[src/rtl/wkup_pkg.sv]
package wkup_pkg;
  localparam int DATA_W = 32;
  localparam int BIT_SM = 1;
  localparam int BIT_RTT = 2;
  localparam int BIT_RTC = 3;
  localparam int DBC_LSB = 12;
  localparam int DBC_MSB = 14;
  localparam logic [DATA_W-1:0] MODE_MASK = 32'h0000_700E;
  localparam int MAX_LEN = 32768;
  localparam int CNT_W = $clog2(MAX_LEN) + 1;
  localparam int LEN_W = CNT_W + 1;

  typedef struct packed {
    logic [2:0] periodCode;
  } dbcCtl_t;

  function automatic logic [LEN_W-1:0] periodLen(input logic [2:0] code);
    case (code)
      3'd0: periodLen = LEN_W'(1);
      3'd1: periodLen = LEN_W'(3);
      3'd2: periodLen = LEN_W'(32);
      3'd3: periodLen = LEN_W'(512);
      3'd4: periodLen = LEN_W'(4096);
      default: periodLen = LEN_W'(MAX_LEN);
    endcase
  endfunction
endpackage

[src/rtl/wkup_dbc.sv]
module wkup_dbc
  import wkup_pkg::*;
#(
  parameter int NUM_PINS = 2
) (
  input  logic                clk,
  input  logic                rstN,
  input  dbcCtl_t             ctl,
  input  logic [NUM_PINS-1:0] pinIn,
  output logic [NUM_PINS-1:0] pinHit
);
  logic [LEN_W-1:0] needLen;
  assign needLen = periodLen(ctl.periodCode);

  for (genvar p = 0; p < NUM_PINS; p++) begin : g_pin
    logic [1:0] syncQ;
    logic [CNT_W-1:0] runCnt;
    logic [LEN_W-1:0] runExt;

    assign runExt = {1'b0, runCnt};

    always_ff @(posedge clk or negedge rstN) begin
      if (!rstN) begin
        syncQ  <= '0;
        runCnt <= '0;
      end else begin
        syncQ <= {syncQ[0], pinIn[p]};
        if (!syncQ[1]) runCnt <= '0;
        else if (runExt < needLen) runCnt <= runCnt + 1'b1;
      end
    end

    assign pinHit[p] = syncQ[1] && ((runExt + LEN_W'(1)) >= needLen);
  end
endmodule

[src/rtl/wkup_ctrl.sv]
module wkup_ctrl
  import wkup_pkg::*;
#(
  parameter int ADDR_W = 8,
  parameter logic [ADDR_W-1:0] MODE_OFFSET = 'h0C,
  parameter int NUM_PINS = 2
) (
  input  logic                clk,
  input  logic                rstN,
  input  logic                regWrEn,
  input  logic [ADDR_W-1:0]   regAddr,
  input  logic [DATA_W-1:0]   regWrData,
  output logic [DATA_W-1:0]   regRdData,
  input  logic                statusClr,
  input  logic                supMonDet,
  input  logic                rttAlarm,
  input  logic                rtcAlarm,
  input  logic [NUM_PINS-1:0] pinHit,
  output dbcCtl_t             dbcCtl,
  output logic                wakeReq
);
  logic [DATA_W-1:0] modeQ;
  logic addrHit;
  logic srcEvent;

  assign addrHit = (regAddr == MODE_OFFSET);

  always_ff @(posedge clk or negedge rstN) begin
    if (!rstN) modeQ <= '0;
    else if (regWrEn && addrHit) modeQ <= regWrData & MODE_MASK;
  end

  assign regRdData = addrHit ? modeQ : '0;
  assign dbcCtl.periodCode = modeQ[DBC_MSB:DBC_LSB];

  assign srcEvent = (modeQ[BIT_SM] && supMonDet) ||
                    (modeQ[BIT_RTT] && rttAlarm) ||
                    (modeQ[BIT_RTC] && rtcAlarm) ||
                    (|pinHit);

  always_ff @(posedge clk or negedge rstN) begin
    if (!rstN) wakeReq <= 1'b0;
    else wakeReq <= (wakeReq && !statusClr) || srcEvent;
  end
endmodule

[src/rtl/wakeup_ctl.sv]
module wakeup_ctl
  import wkup_pkg::*;
#(
  parameter int ADDR_W = 8,
  parameter logic [ADDR_W-1:0] MODE_OFFSET = 'h0C,
  parameter int NUM_PINS = 2
) (
  input  logic                clk,
  input  logic                rstN,
  input  logic                regWrEn,
  input  logic [ADDR_W-1:0]   regAddr,
  input  logic [31:0]         regWrData,
  output logic [31:0]         regRdData,
  input  logic                statusClr,
  input  logic                supMonDet,
  input  logic                rttAlarm,
  input  logic                rtcAlarm,
  input  logic [NUM_PINS-1:0] wakePin,
  output logic                wakeReq
);
  dbcCtl_t dbcCtl;
  logic [NUM_PINS-1:0] pinHit;

  wkup_ctrl #(.ADDR_W(ADDR_W), .MODE_OFFSET(MODE_OFFSET), .NUM_PINS(NUM_PINS)) u_ctrl (
    .clk(clk), .rstN(rstN), .regWrEn(regWrEn), .regAddr(regAddr),
    .regWrData(regWrData), .regRdData(regRdData), .statusClr(statusClr),
    .supMonDet(supMonDet), .rttAlarm(rttAlarm), .rtcAlarm(rtcAlarm),
    .pinHit(pinHit), .dbcCtl(dbcCtl), .wakeReq(wakeReq)
  );

  wkup_dbc #(.NUM_PINS(NUM_PINS)) u_dbc (
    .clk(clk), .rstN(rstN), .ctl(dbcCtl), .pinIn(wakePin), .pinHit(pinHit)
  );
endmodule

[config.mk]
export PLATFORM = sky130hd
export DESIGN_NAME = wakeup_ctl
export DESIGN_NICKNAME = d
export VERILOG_FILES = /design/src/rtl/wkup_pkg.sv /design/src/rtl/wkup_dbc.sv /design/src/rtl/wkup_ctrl.sv /design/src/rtl/wakeup_ctl.sv
export SDC_FILE = /design/constraint.sdc
export NUM_CORES = 1
export LEC_CHECK = 0
export BUFFER_PORTS_ARGS = -buffer_cell sky130_fd_sc_hd__clkbuf_2
export CORE_MARGIN = 10
export CORE_UTILIZATION = 35
export CTS_BUF_LIST = sky130_fd_sc_hd__clkbuf_8
export CTS_CLUSTER_SIZE = 30
export DETAILED_ROUTE_END_ITERATION = 8
export PLACE_DENSITY = 0.67
export RECOVER_POWER = 50
export SKIP_CTS_REPAIR_TIMING = 1
export SYNTH_ARGS = -nofsm -noshare
export SYNTH_HDL_FRONTEND = slang
export SYNTH_SLANG_ARGS = --single-unit
[constraint.sdc]
create_clock -name clk -period 4 [get_ports clk]
set_clock_uncertainty 0.05 [all_clocks]
set_input_delay 1.2 -clock clk [delete_from_list [all_inputs] [get_ports clk]]
set_output_delay 1.2 -clock clk [all_outputs]
set_load 0.01 [all_outputs]
# [Yosys cells after proc, flatten, opt, wreduce, memory -nomap -nowiden]
# Index checks and enable logic that the tools add are counted.
[totals] output_inout_bits=33 regBits=43 elab_cells=41
[classes] eq_ne=7 n_mux=6 n_addsub=4 n_lt_le_gt_ge=4 n_reduce_logical=14
[ops] op="case mux 16 bit (5 select lines)" n=1
[ops] op="2-to-1 mux 16 bit" n=4
[ops] op="adder 16 x 1 -> 17 bit (second input constant)" n=2
[ops] op="greater-or-equal comparator 17 x 16 -> 1 bit" n=2
[ops] op="adder 16 x 1 -> 16 bit (second input constant)" n=2
[ops] op="< comparator 16 bit" n=2
[ops] op="2-to-1 mux 15 bit" n=1
[ops] op="equality test 8 x 4 -> 1 bit (second input constant)" n=1
[ops] op="logical AND 1 bit" n=7
[ops] op="equality test 3 x 2 -> 1 bit (second input constant)" n=2
[ops] op="logical OR 1 bit" n=4
[ops] op="!= test 2 bit (second input constant)" n=2
[ops] op="equality test 3 x 1 -> 1 bit (second input constant)" n=1
[ops] op="equality test 3 bit (second input constant)" n=1
[ops] op="logical NOT 3 bit" n=1
[ops] op="OR reduction 2 bit" n=1
[ops] op="logical NOT 1 bit" n=1

# [Depth between registers and ports, before layout]
[depth] ltp_word=7 depth_mapped=13 mapped_depth_nobuf=12

# [Hierarchy]
# From an unflattened synthesis, not the netlist that was laid out.
[unflattened] hier_cells=396 hier_area_um2=3537.1
[by_module_without_submodules] module="wkup_dbc" instances=1 cells_per_inst=336 area_per_inst_um2=2942.8
[by_module_without_submodules] module="wkup_ctrl" instances=1 cells_per_inst=60 area_per_inst_um2=594.3

# [Worst setup path after synthesis]
# Ideal clock, no wire load.
[synth_path] path_kind="input to output" start="in regAddr[5]" end="out regRdData[12]" path_stages=3 setup_slack_ns=0.319 arrival_ns=2.431 path_buffers=0 path_cell_list="or4_1 -> nor4_1 -> and2_1"
[synth_via] elab_chain_cells=2
[synth_rtl] item="from (decl)" line_no="wakeup_ctl.sv:11" source="input logic [ADDR_W-1:0] regAddr,"
[synth_rtl] item="equality test 8 x 4 -> 1 bit" line_no="wkup_ctrl.sv:26" source="assign addrHit = (regAddr == MODE_OFFSET);"
[synth_rtl] item="2-to-1 mux 15 bit" line_no="wkup_ctrl.sv:33" source="assign regRdData = addrHit ? modeQ : '0;"
[synth_rtl] item="to (decl)" line_no="wakeup_ctl.sv:13" source="output logic [31:0] regRdData,"
# Every way passes these cells.

# [Worst setup path after layout]
[layout_path] start="in regAddr[5]" end="out regRdData[14]"
# Same word-level chain as after synthesis.

==> impl_summary.md <==
Detailed routing
The mean number of vias per cell is 5.61. Across all layers, the routed design uses 3150 vias. The final layout contains routed wiring with a total length of 8.67 mm.

The first-iteration detailed-routing DRC count is 137. The number of iterations in the first detailed-routing pass is 4. The count of nets left with antenna violations once routing finished came out at 0. In the routed design, unresolved DRC markers number 0. In the final routed layout, each cell accounts on average for 15.5 um.

Status
The checks that failed: capacitance limit, slew limit. The flow ran to the end, but the final reports show violations.

Timing
The max-slew violation total from the final report is 32. The normalized max-slew margin is -0.153. The post-route worst setup slack is 0.292 ns. The number of endpoints with negative hold slack in the final report is 0.

The total of endpoints with negative setup slack in the final report is 0. The maximum frequency from static timing analysis is 270 MHz. Setup repair after global routing left no endpoint under its margin. The period utilization is 0.927. For the final routed database, the setup TNS stands at 0 ns. For the pin with the worst max-slew slack, the measured transition is 1.73 ns. The routed design could run at a clock period as short as 3.71 ns.

Synth
After synthesis, the largest family of logic cells by area is simple AND/OR/NAND/NOR gates. The compound-gate portion of the synthesized area came to 0.181. Of the total synthesized cell area, the portion taken by AND, OR, NAND and NOR gates is 0.252. The synthesized design contains 0 enable-type register cells. The number of cells produced by synthesis is 407. The area of the mapped netlist is 3540 um^2. The synthesized design contains 43 register bits. Of the post-synthesis cell area, the part taken by muxes is 0.0505.

Yosys mapped the design onto 58 distinct sky130hd cell types. The sequential element share of the synthesized area is 0.304. Of the total synthesized cell area, the portion taken by XOR and XNOR cells is 0.0297. The count of warnings emitted by yosys is 0. A synthesized cell averages 8.70 um^2. The async set-or-reset flop fraction in the synthesized netlist is 1.00. The most used flip-flop cell after synthesis is sky130_fd_sc_hd__dfrtp_1. The adder-cell share of the synthesized area is 0.0919.

Run
The tool flagged a number of max-cap violations equal to 1.

CTS
The cell chosen for the clock root is sky130_fd_sc_hd__clkbuf_8. In this run, CTS created clock tree buffers numbering 5. The clock-pin slew on the worst setup and hold paths is 0.08 ns. The TritonCTS clock tree is yes. The number of clock sinks is 43. At the later pin of the worst-skew pair, clock insertion delay measures 0.30 ns. The maximum clock insertion buffer count is 2. The maximum level of the CTS H-tree is 2.

Power
The cell-internal power is 0.855 mW. The analysis attributes to cell leakage a power of 1.67 nW. The power density normalized to cell area is 358 nW/um^2. Of the total power, registers draw 0.374. Of the total power, the share spent switching nets is 0.371. The share of total power dissipated in combinational logic is 0.365. The switching power of the nets is 0.505 mW.

The maximum VDD drop is 0.000247 V. The clock power share is 0.261.

Cells and area
Registers take 1080 um^2. Relative to the synthesized area, the layout overhead comes to 7.25%. After routing the design area is 3800 um^2.

At the end of the flow the core is filled with cells to 0.387. The layout has 1031 filler cells. In the final design database the tool counted 502 nets. The area of the multi-input gates is 2240 um^2. The proportion of layout cells with a drive suffix above 1 is 0.119. The count of antenna diodes in the layout is 0.

Floorplanning
Row generation in the floorplan step produced 36 rows. The die is 121 um wide. The die is 121 um tall. The count of pins on the block boundary is 82.

The initial utilization of the core area, before any placement, comes to 0.360. After floorplanning, the core was sized to cover 9820 um^2. The floorplan die area is 14500 um^2.

Critical path
The worst register-to-register path has a depth of 12. The required time at the endpoint of the critical path is 2.75 ns. The capture point of the worst reg-to-reg path is u_ctrl.wakeReq$_DFF_PN0_. The type of origin of the critical path is an input port. The data arrival time of the worst path is 2.46 ns. The startpoint-to-endpoint class of the critical path is input port to output port. The startpoint of the most critical register-to-register path is u_dbc.g_pin[0].runCnt[0]$_DFFE_PN0P_. Along the worst path, the maximum fanout reaches 7.

The register-to-register path setup slack is 0.47 ns. The worst setup path is captured at an output port.

Global route
The first-pass GRT wire length is 14.6 mm. The initial antenna violation count was 0. For this run, the total global-route usage over all layers was measured as 0.117.

Summed over all layers, the global routing overflow is 0. The via count of the first global-routing pass is 2978. Entering global routing, the biggest net connects 32 pins.

Min path
The worst hold path class is flip-flop to flip-flop. The endpoint with the worst hold slack is u_dbc.g_pin[0].syncQ[1]$_DFF_PN0_. In this run the most critical hold path is launched from u_dbc.g_pin[0].syncQ[0]$_DFF_PN0_.

Counting instances, the worst hold path has a depth of 0.

Place
Buffers placed on the I/O ports in this run total 29. Before CTS, the worst setup slack after placement is 0.276 ns. Routability-driven placement finished with a final weighted congestion of 0.884. The detailed-placement wirelength estimate is 6.56 mm. Summing all placed instances gives a cell area of 3680 um^2.
[power by group through the flow]
stage	sequential, mW	combinational [mW]	clock, mW
2_1_floorplan	0.501	0.409	0
6_report	0.508	0.497	0.355
4_1_cts	0.507	0.497	0.367
5_1_grt	0.514	0.558	0.389
3_3_place_gp	0.513	0.478	0
3_5_place_dp	0.516	0.493	0
[synth_stat cells, types with 10 or more instances]
master / count / area share
sky130_fd_sc_hd__and2_1: 10 / 0.018
sky130_fd_sc_hd__mux2i_1: 10 / 0.028
sky130_fd_sc_hd__nand2b_1: 13 / 0.023
sky130_fd_sc_hd__o31ai_1: 16 / 0.034
sky130_fd_sc_hd__a21oi_1: 23 / 0.033
sky130_fd_sc_hd__nand4_1: 13 / 0.023
sky130_fd_sc_hd__buf_4: 26 / 0.055
sky130_fd_sc_hd__dfrtp_1: 43 / 0.30
sky130_fd_sc_hd__nor2_1: 23 / 0.024
sky130_fd_sc_hd__o21ai_0: 13 / 0.018
sky130_fd_sc_hd__clkbuf_1: 12 / 0.013
sky130_fd_sc_hd__nand2_1: 31 / 0.033
sky130_fd_sc_hd__or4_1: 15 / 0.032
sky130_fd_sc_hd__ha_1: 26 / 0.092
sky130_fd_sc_hd__nand3_1: 26 / 0.037
[worst max path at each step]
| stage | startpoint | endpoint | depth (start not counted) |
|---|---|---|---|
| floorplan | regAddr[5] | regRdData[12] | 3 |
| global placement | regAddr[5] | regRdData[12] | 6 |
| detailed placement | regAddr[5] | regRdData[14] | 6 |
| CTS | regAddr[5] | regRdData[14] | 6 |
| global route | regAddr[5] | regRdData[14] | 6 |
| finish | regAddr[5] | regRdData[14] | 6 |
[registers in the layout, summed over array words and instances, names as in the netlist]
| name | count |
|---|---|
| u_dbc.g_pin.runCnt | 32 |
| u_ctrl.modeQ | 6 |
| u_dbc.g_pin.syncQ | 4 |
| u_ctrl.wakeReq | 1 |
[routing by layer]
layer  vias to the layer above  share of wire  GRT usage
li1                       1527              -          -
met1                      1531           0.44      0.151
met2                        82           0.50      0.199
met3                        10          0.058     0.0242
met4                         0          0.011     0.0151
met5                         -              0          0
[final cells by class]
class,count,area share
clock inverter,2,0.00923
timing repair buffer,31,0.0409
clock buffer,6,0.0218
multi-input combinational,335,0.590
sequential,43,0.283
tap,133,0.0438
inverter,11,0.0109
[layout by cell type (no fill, tap or decap), drive strengths merged, types with 3 or more instances in the layout]
| cell | instances |
|---|---|
| nand3 | 26 |
| nor4 | 6 |
| and3 | 3 |
| mux2i | 10 |
| conb | 26 |
| nand2 | 31 |
| and2 | 10 |
| nor2b | 4 |
| xor2 | 4 |
| o31ai | 18 |
| mux2 | 7 |
| o41ai | 5 |
| clkinv | 3 |
| a211o | 3 |
| o211ai | 4 |
| nand2b | 13 |
| o21ai | 13 |
| ha | 26 |
| nor3 | 5 |
| o211a | 3 |
| and4 | 3 |
| xnor2 | 8 |
| dfrtp | 43 |
| nand4b | 3 |
| nor2 | 23 |
| or3 | 5 |
| a21oi | 23 |
| nand4 | 13 |
| inv | 9 |
| or4 | 15 |
| clkbuf | 36 |
[worst max-delay path, stage by stage]
cell	delay, ns
sky130_fd_sc_hd__clkbuf_2	0.08
sky130_fd_sc_hd__or4_1	0.51
sky130_fd_sc_hd__nor4_1	0.23
sky130_fd_sc_hd__buf_4	0.18
sky130_fd_sc_hd__and2_1	0.12
sky130_fd_sc_hd__clkbuf_2	0.13
[stage by stage]
step	power [mW]	hold slack [ns]	std cells
final	1.36	0.302	561
after global routing	1.46	0.313	561
after CTS	1.37	0.305	561
after detailed placement	1.01	0.286	553
after global placement	0.990	0.285	553
after floorplan	0.909	0.281	432
[cell families (layout without fill, tap and decap cells)]
logic type,Yosys count,count (layout)
buffers and inverters,54,50
AO/OA/AOI/OAI,91,91
XOR/XNOR,12,12
flip-flops,43,43
multiplexers,17,17
adder cells (fa/ha/maj),26,26
AND/OR/NAND/NOR,163,163
other,1,26
No activity file was read; power rests on OpenSTA's default activity.
